==> src/rtl/descr_pkg.sv <==
package descr_pkg;
  typedef enum logic {
    LK_HUNT  = 1'b0,
    LK_TRACK = 1'b1
  } lock_st_e;
endpackage

==> src/rtl/descr_keystream.sv <==
// Shared keystream / ciphertext-capture register, one shift per valid bit.
module descr_keystream #(
  parameter int unsigned LANES  = 2,
  parameter int unsigned KS_W   = 11,
  parameter int unsigned KS_TAP = 9,
  parameter int unsigned CW     = 2
) (
  input  logic             clk_i,
  input  logic             rst_ni,
  input  logic             track_i,
  input  logic [LANES-1:0] cipher_i,
  input  logic [CW-1:0]    cnt_i,
  output logic [LANES-1:0] plain_o
);
  logic [KS_W-1:0] ks_q;
  logic [KS_W-1:0] chain [LANES+1];

  assign chain[0] = ks_q;

  for (genvar i = 0; i < LANES; i++) begin : g_lane
    logic on, key;
    assign on         = cnt_i > CW'(i);
    assign key        = chain[i][KS_W-1] ^ chain[i][KS_TAP-1];
    assign plain_o[i] = on & (cipher_i[i] ^ key);
    // hunting: inverted ciphertext equals keystream on idle
    assign chain[i+1] = on ? {chain[i][KS_W-2:0], track_i ? key : ~cipher_i[i]}
                           : chain[i];
  end

  always_ff @(posedge clk_i or negedge rst_ni) begin
    if (!rst_ni) ks_q <= '0;
    else         ks_q <= chain[LANES];
  end
endmodule

==> src/rtl/descr_idle_run.sv <==
module descr_idle_run #(
  parameter int unsigned LANES = 2,
  parameter int unsigned RUN   = 29,
  parameter int unsigned CW    = 2,
  localparam int unsigned IW   = $clog2(RUN + 1)
) (
  input  logic             clk_i,
  input  logic             rst_ni,
  input  logic             clear_i,
  input  logic [LANES-1:0] bits_i,
  input  logic [CW-1:0]    cnt_i,
  output logic             sat_o
);
  logic [IW-1:0] run_q, run_d;

  always_comb begin
    run_d = run_q;
    for (int i = 0; i < LANES; i++) begin
      if (cnt_i > CW'(i)) begin
        if (!bits_i[i])              run_d = '0;
        else if (run_d != IW'(RUN))  run_d = run_d + IW'(1);
      end
    end
    if (clear_i) run_d = '0;
  end

  always_ff @(posedge clk_i or negedge rst_ni) begin
    if (!rst_ni) run_q <= '0;
    else         run_q <= run_d;
  end

  // relock decision taken from the registered count only
  assign sat_o = (run_q == IW'(RUN));
endmodule

==> src/rtl/descr_unlock_timer.sv <==
// Maximal-length LFSR used as a timeout counter; terminal found by AND reduction.
module descr_unlock_timer #(
  parameter int unsigned     TW       = 16,
  parameter logic [TW-1:0]   TAPS     = 16'hD008,
  parameter logic [TW-1:0]   SEED     = 16'h0001,
  parameter int unsigned     NORM_CYC = 45125,
  parameter int unsigned     FAST_CYC = 625
) (
  input  logic clk_i,
  input  logic rst_ni,
  input  logic reload_i,
  input  logic step_i,
  input  logic fast_i,
  output logic expire_o
);
  typedef logic [TW-1:0][TW-1:0] mat_t;

  function automatic logic [TW-1:0] lfsr_step(input logic [TW-1:0] s);
    return {s[TW-2:0], ^(s & TAPS)};
  endfunction

  function automatic logic [TW-1:0] mat_apply(input mat_t m, input logic [TW-1:0] v);
    logic [TW-1:0] acc;
    acc = '0;
    for (int j = 0; j < TW; j++) if (v[j]) acc = acc ^ m[j];
    return acc;
  endfunction

  // State reached after n steps from SEED, by repeated squaring of the step map.
  function automatic logic [TW-1:0] state_after(input int unsigned n);
    mat_t          cols, sq;
    logic [TW-1:0] v;
    v = SEED;
    for (int j = 0; j < TW; j++) cols[j] = lfsr_step(TW'(1) << j);
    for (int k = 0; k < 32; k++) begin
      if (n[k]) v = mat_apply(cols, v);
      for (int j = 0; j < TW; j++) sq[j] = mat_apply(cols, cols[j]);
      cols = sq;
    end
    return v;
  endfunction

  localparam logic [TW-1:0] TERM_NORM = state_after(NORM_CYC);
  localparam logic [TW-1:0] TERM_FAST = state_after(FAST_CYC);

  logic [TW-1:0] tmr_q;
  logic [TW-1:0] term;

  assign term     = fast_i ? TERM_FAST : TERM_NORM;
  assign expire_o = &(tmr_q ~^ term);

  always_ff @(posedge clk_i or negedge rst_ni) begin
    if (!rst_ni)       tmr_q <= SEED;
    else if (reload_i) tmr_q <= SEED;
    else if (step_i)   tmr_q <= lfsr_step(tmr_q);
  end
endmodule

==> src/rtl/stream_descrambler.sv <==
module stream_descrambler
  import descr_pkg::*;
#(
  parameter int unsigned LANES    = 2,
  parameter int unsigned KS_W     = 11,
  parameter int unsigned KS_TAP   = 9,
  parameter int unsigned IDLE_RUN = 29,
  parameter int unsigned TMR_W    = 16,
  parameter logic [TMR_W-1:0] TMR_TAPS = 16'hD008,
  parameter logic [TMR_W-1:0] TMR_SEED = 16'h0001,
  parameter int unsigned NORM_CYC = 45125,
  parameter int unsigned FAST_CYC = 625,
  localparam int unsigned CW      = $clog2(LANES + 1)
) (
  input  logic             clk_i,
  input  logic             rst_ni,
  input  logic             sig_ok_i,
  input  logic             fast_tmo_i,
  input  logic [LANES-1:0] cipher_i,
  input  logic [CW-1:0]    cipher_cnt_i,
  output logic [LANES-1:0] plain_o,
  output logic [CW-1:0]    plain_cnt_o,
  output logic             locked_o
);
  lock_st_e         st_q, st_d;
  logic [LANES-1:0] plain_d, plain_q;
  logic [CW-1:0]    cnt_q;
  logic             idle_sat, tmr_expire;

  descr_keystream #(
    .LANES(LANES), .KS_W(KS_W), .KS_TAP(KS_TAP), .CW(CW)
  ) u_ks (
    .clk_i    (clk_i),
    .rst_ni   (rst_ni),
    .track_i  (st_q == LK_TRACK),
    .cipher_i (cipher_i),
    .cnt_i    (cipher_cnt_i),
    .plain_o  (plain_d)
  );

  descr_idle_run #(
    .LANES(LANES), .RUN(IDLE_RUN), .CW(CW)
  ) u_idle (
    .clk_i   (clk_i),
    .rst_ni  (rst_ni),
    .clear_i (!sig_ok_i),
    .bits_i  (plain_d),
    .cnt_i   (cipher_cnt_i),
    .sat_o   (idle_sat)
  );

  descr_unlock_timer #(
    .TW(TMR_W), .TAPS(TMR_TAPS), .SEED(TMR_SEED),
    .NORM_CYC(NORM_CYC), .FAST_CYC(FAST_CYC)
  ) u_tmr (
    .clk_i    (clk_i),
    .rst_ni   (rst_ni),
    .reload_i (idle_sat),
    .step_i   (st_q == LK_TRACK),
    .fast_i   (fast_tmo_i),
    .expire_o (tmr_expire)
  );

  always_comb begin
    st_d = st_q;
    if (!sig_ok_i)                       st_d = LK_HUNT;
    else if (idle_sat)                   st_d = LK_TRACK;  // reload beats expiry
    else if (st_q == LK_TRACK && tmr_expire) st_d = LK_HUNT;
  end

  always_ff @(posedge clk_i or negedge rst_ni) begin
    if (!rst_ni) begin
      st_q    <= LK_HUNT;
      plain_q <= '0;
      cnt_q   <= '0;
    end else begin
      st_q    <= st_d;
      plain_q <= plain_d;
      cnt_q   <= cipher_cnt_i;
    end
  end

  assign plain_o     = plain_q;
  assign plain_cnt_o = cnt_q;
  assign locked_o    = (st_q == LK_TRACK);
endmodule

==> config.mk <==
export PLATFORM = sky130hd
export DESIGN_NAME = stream_descrambler
export DESIGN_NICKNAME = d
export VERILOG_FILES = /design/src/rtl/descr_pkg.sv /design/src/rtl/descr_keystream.sv /design/src/rtl/descr_idle_run.sv /design/src/rtl/descr_unlock_timer.sv /design/src/rtl/stream_descrambler.sv
export SDC_FILE = /design/constraint.sdc
export NUM_CORES = 1
export LEC_CHECK = 0
export CELL_PAD_IN_SITES_DETAIL_PLACEMENT = 1
export CELL_PAD_IN_SITES_GLOBAL_PLACEMENT = 1
export CORE_MARGIN = 3
export CORE_UTILIZATION = 30
export CTS_BUF_LIST = sky130_fd_sc_hd__clkbuf_16
export DETAILED_ROUTE_END_ITERATION = 6
export PLACE_DENSITY_LB_ADDON = 0.1
export SYNTH_ARGS = -nofsm -noshare
export SYNTH_HDL_FRONTEND = slang
export SYNTH_SLANG_ARGS = --single-unit
==> constraint.sdc <==
create_clock -name clk_i -period 2.4 [get_ports clk_i]
set_input_delay 0.72 -clock clk_i [delete_from_list [all_inputs] [get_ports clk_i]]
set_output_delay 0.72 -clock clk_i [all_outputs]
set_load 0.005 [all_outputs]
==> results.json <==
{
  "clock.fmax_mhz": 432.2,
  "arrival_ns": 2.48,
  "ys_top_cells_by_count": "36 x dfrtp_1, 29 x mux2i_1, 22 x nor2_1",
  "post-dp-hpwl_mm": 3.606,
  "grt_pass1_wl_mm": 8.659,
  "synth_warnings": 0,
  "worstReg2RegEnd": "u_idle.run_q[1]",
  "clk_path_buf_depth": 2,
  "p_clk_frac": 0.360,
  "layout-drive-gt1-share": 0.2424,
  "io_pins": 13,
  "syn_nets": 211,
  "synthDistinctLibCells": 49,
  "r2r-start": "u_idle.run_q[0]",
  "design.core.area_um2": 6495,
  "cp_slowest_cell": "or3_4",
  "synthFlopType": "dfrtp_1",
  "viasPerCell": 5.185,
  "p_comb_frac": 0.226,
  "gp_congestion": 0.8394,
  "cp-end-kind": "flop",
  "worstMarginPinSlew_ns": 0.4975,
  "yosysSeqAreaShare": 0.4507,
  "stdcell_count": 308,
  "clkTransAtPathRegs_ns": 0.06,
  "start_kind": "input port",
  "root_buffer": "clkbuf_16",
  "wl_mm": 5.054,
  "yosysTopAreaCellShare": 0.4380,
  "crit_chain": "clkdlybuf4s15_2 -> nor2_4 -> or3_4 -> a21oi_4 -> ha_2 -> inv_2 -> nor3_4 -> a21oi_2 -> o31a_1",
  "clock_sinks": 37,
  "fp.dieH_um": 88.81,
  "syn-instance-count": 199,
  "grt_max_degree": 38,
  "power.internal_uw": 1256,
  "period_share": 0.9641,
  "htree_levels": 2,
  "slowest_delay_ns": 0.38,
  "fin_crit_ns": 2.314,
  "die_w_um": 88.81,
  "r2r_slack_ns": 0.09,
  "synth-edff-count": 0,
  "start_util": 0.3167,
  "synth_area_um2": 2057,
  "power_frac_seq": 0.415,
  "dpl.cell_count": 297,
  "grt_overflow": 0,
  "setup.worst_path.class": "input port to flop",
  "dieArea_um2": 7886,
  "synth_area_leader_cell": "dfrtp_1",
  "hold_ws_ns": 0.4939,
  "drc_errors": 0,
  "path_delay_family": "simple AND/OR/NAND/NOR gates",
  "port_buffers": 12,
  "cts_tree": "done",
  "outcome": "complete, no violations",
  "num_rows": 29,
  "slew_headroom": 0.6683,
  "tns_ns": 0,
  "reg2regPathDepth": 9,
  "drt_iter0_markers": 22,
  "holdCritPathClass": "input port to async pin",
  "yosysMostFrequentCell": "dfrtp_1",
  "synth_area_leaders": "dfrtp_1 44%, mux2i_1 14%, o21ai_0 4.4%, nor2_1 4.0%, nand2_1 3.3%",
  "dr.pass1.iters": 4,
  "p_leak_uw": 0.001119,
  "syn_avg_cell_area_um2": 10.34,
  "ir_drop_v": 0.0002574,
  "ys_async_sr_fraction": 1.000,
  "cts-buffers-inserted": 5,
  "fin_worst_skew_ns": 0.007558,
  "power_density_nw_per_um2": 661.2,
  "grt_pass1_vias": 1751,
  "drv_cap": 0,
  "cts_hold_buf": 0,
  "placed_cell_area_um2": 2369,
  "setup_violations": 0,
  "grt_antenna_before_repair": 0,
  "grt_usage": 0.1434,
  "num-nets-final": 242,
  "crit_buf_inv": 2,
  "finalHoldViolCount": 0,
  "synth_seq_cells": 37,
  "critical_path_required_ns": 2.56,
  "p_sw_uw": 474.9,
  "wl_per_cell_um": 16.41,
  "drv_slew": 0,
  "antenna_cells": 0,
  "ant_nets": 0,
  "crit_fanout": 5,
  "utilization": 0.4030,
  "route.vias.total": 1597,
  "clk_latency_ns": 0.28,
  "swShare": 0.2744,
  "finalInstanceArea_um2": 2618,
  "area_growth_pct": 27.25
}
## cells in the final DEF, fill, tap and decap left out, types with 3 or more instances in the layout
| cell | Yosys | layout |
|---|---|---|
| a21oi_1 | 9 | 6 |
| buf_4 | 1 | 22 |
| clkbuf_16 | 0 | 5 |
| clkdlybuf4s50_1 | 0 | 8 |
| dfrtp_1 | 36 | 36 |
| inv_1 | 5 | 5 |
| mux2i_1 | 29 | 27 |
| nand2_1 | 18 | 18 |
| nor2_1 | 22 | 22 |
| o21ai_0 | 18 | 14 |
| o21ai_1 | 0 | 4 |
| xnor2_1 | 3 | 3 |
## power by group through the flow
| stage | Sequential [uW] | Combinational, uW | Clock, uW |
|---|---|---|---|
| after global routing | 727 | 434 | 675 |
| after CTS | 718 | 364 | 655 |
| after floorplan | 722 | 201 | 0 |
| after global placement | 726 | 336 | 0 |
| final | 718 | 391 | 622 |
| after detailed placement | 729 | 351 | 0 |
## worst max-delay path by stage
stage / startpoint / to / slack [ns] / cells past startpoint
after floorplan: u_idle.run_q[0] / u_idle.run_q[1] / -0.01 / 10
after detailed placement: cipher_cnt_i[0] / u_idle.run_q[4] / -0.66 / 8
after global placement: cipher_cnt_i[0] / u_idle.run_q[4] / -0.56 / 8
final: cipher_cnt_i[0] / u_idle.run_q[1] / 0.09 / 9
after CTS: u_idle.run_q[0] / u_idle.run_q[3] / 0.009 / 10
after global routing: u_idle.run_q[0] / u_idle.run_q[1] / -0.008 / 9
## logic make-up (layout without fill, tap and decap cells)
logic type | Yosys count | in the layout | synth area share
mux | 30 | 30 | 0.1521
flops | 37 | 37 | 0.4507
simple gates | 65 | 65 | 0.1667
buf+inv | 15 | 47 | 0.03406
xor+xnor | 7 | 7 | 0.04076
compound gates | 41 | 41 | 0.1314
fa+ha+maj | 4 | 4 | 0.02433
## metrics by stage
stage | power (uW) | setup slack [ns]
6_report | 1731 | 0.08626
5_1_grt | 1836 | -0.007871
4_1_cts | 1737 | 0.009068
3_5_place_dp | 1080 | -0.6590
3_3_place_gp | 1061 | -0.5554
2_1_floorplan | 923.5 | -0.01117
## state kept, by name, indices dropped and copies added, names as in the netlist
register and flops:
plain_o 2, u_ks.ks_q 11, u_tmr.tmr_q 16, u_idle.run_q 5
locked_o 1, plain_cnt_o 2
## area by class of cell
class / instances / area, um2
repair buffers: 34 / 281.5
clock inverters: 3 / 13.76
flip-flops and latches: 37 / 927.1
fillers: 703 / 3877
multi-input cells: 147 / 1155
well taps: 77 / 96.34
clock buffers: 5 / 125.1
inverters: 5 / 18.77
## timing repair
action,4_1_cts,5_1_grt
gates cloned,0,0
buffers inserted,0,3
setup endpoints to repair,5,4
resized for setup,18,11
pin swaps,2,7
## routing by layer
layer,vias up,global-route usage,wire (um)
met4,0,0.04396,72
met2,13,0.2368,2441
met1,807,0.1864,2448
li1,771,-,-
met5,-,0,0
met3,6,0.03259,92
Note: power is estimated with default switching activity, not from simulation.
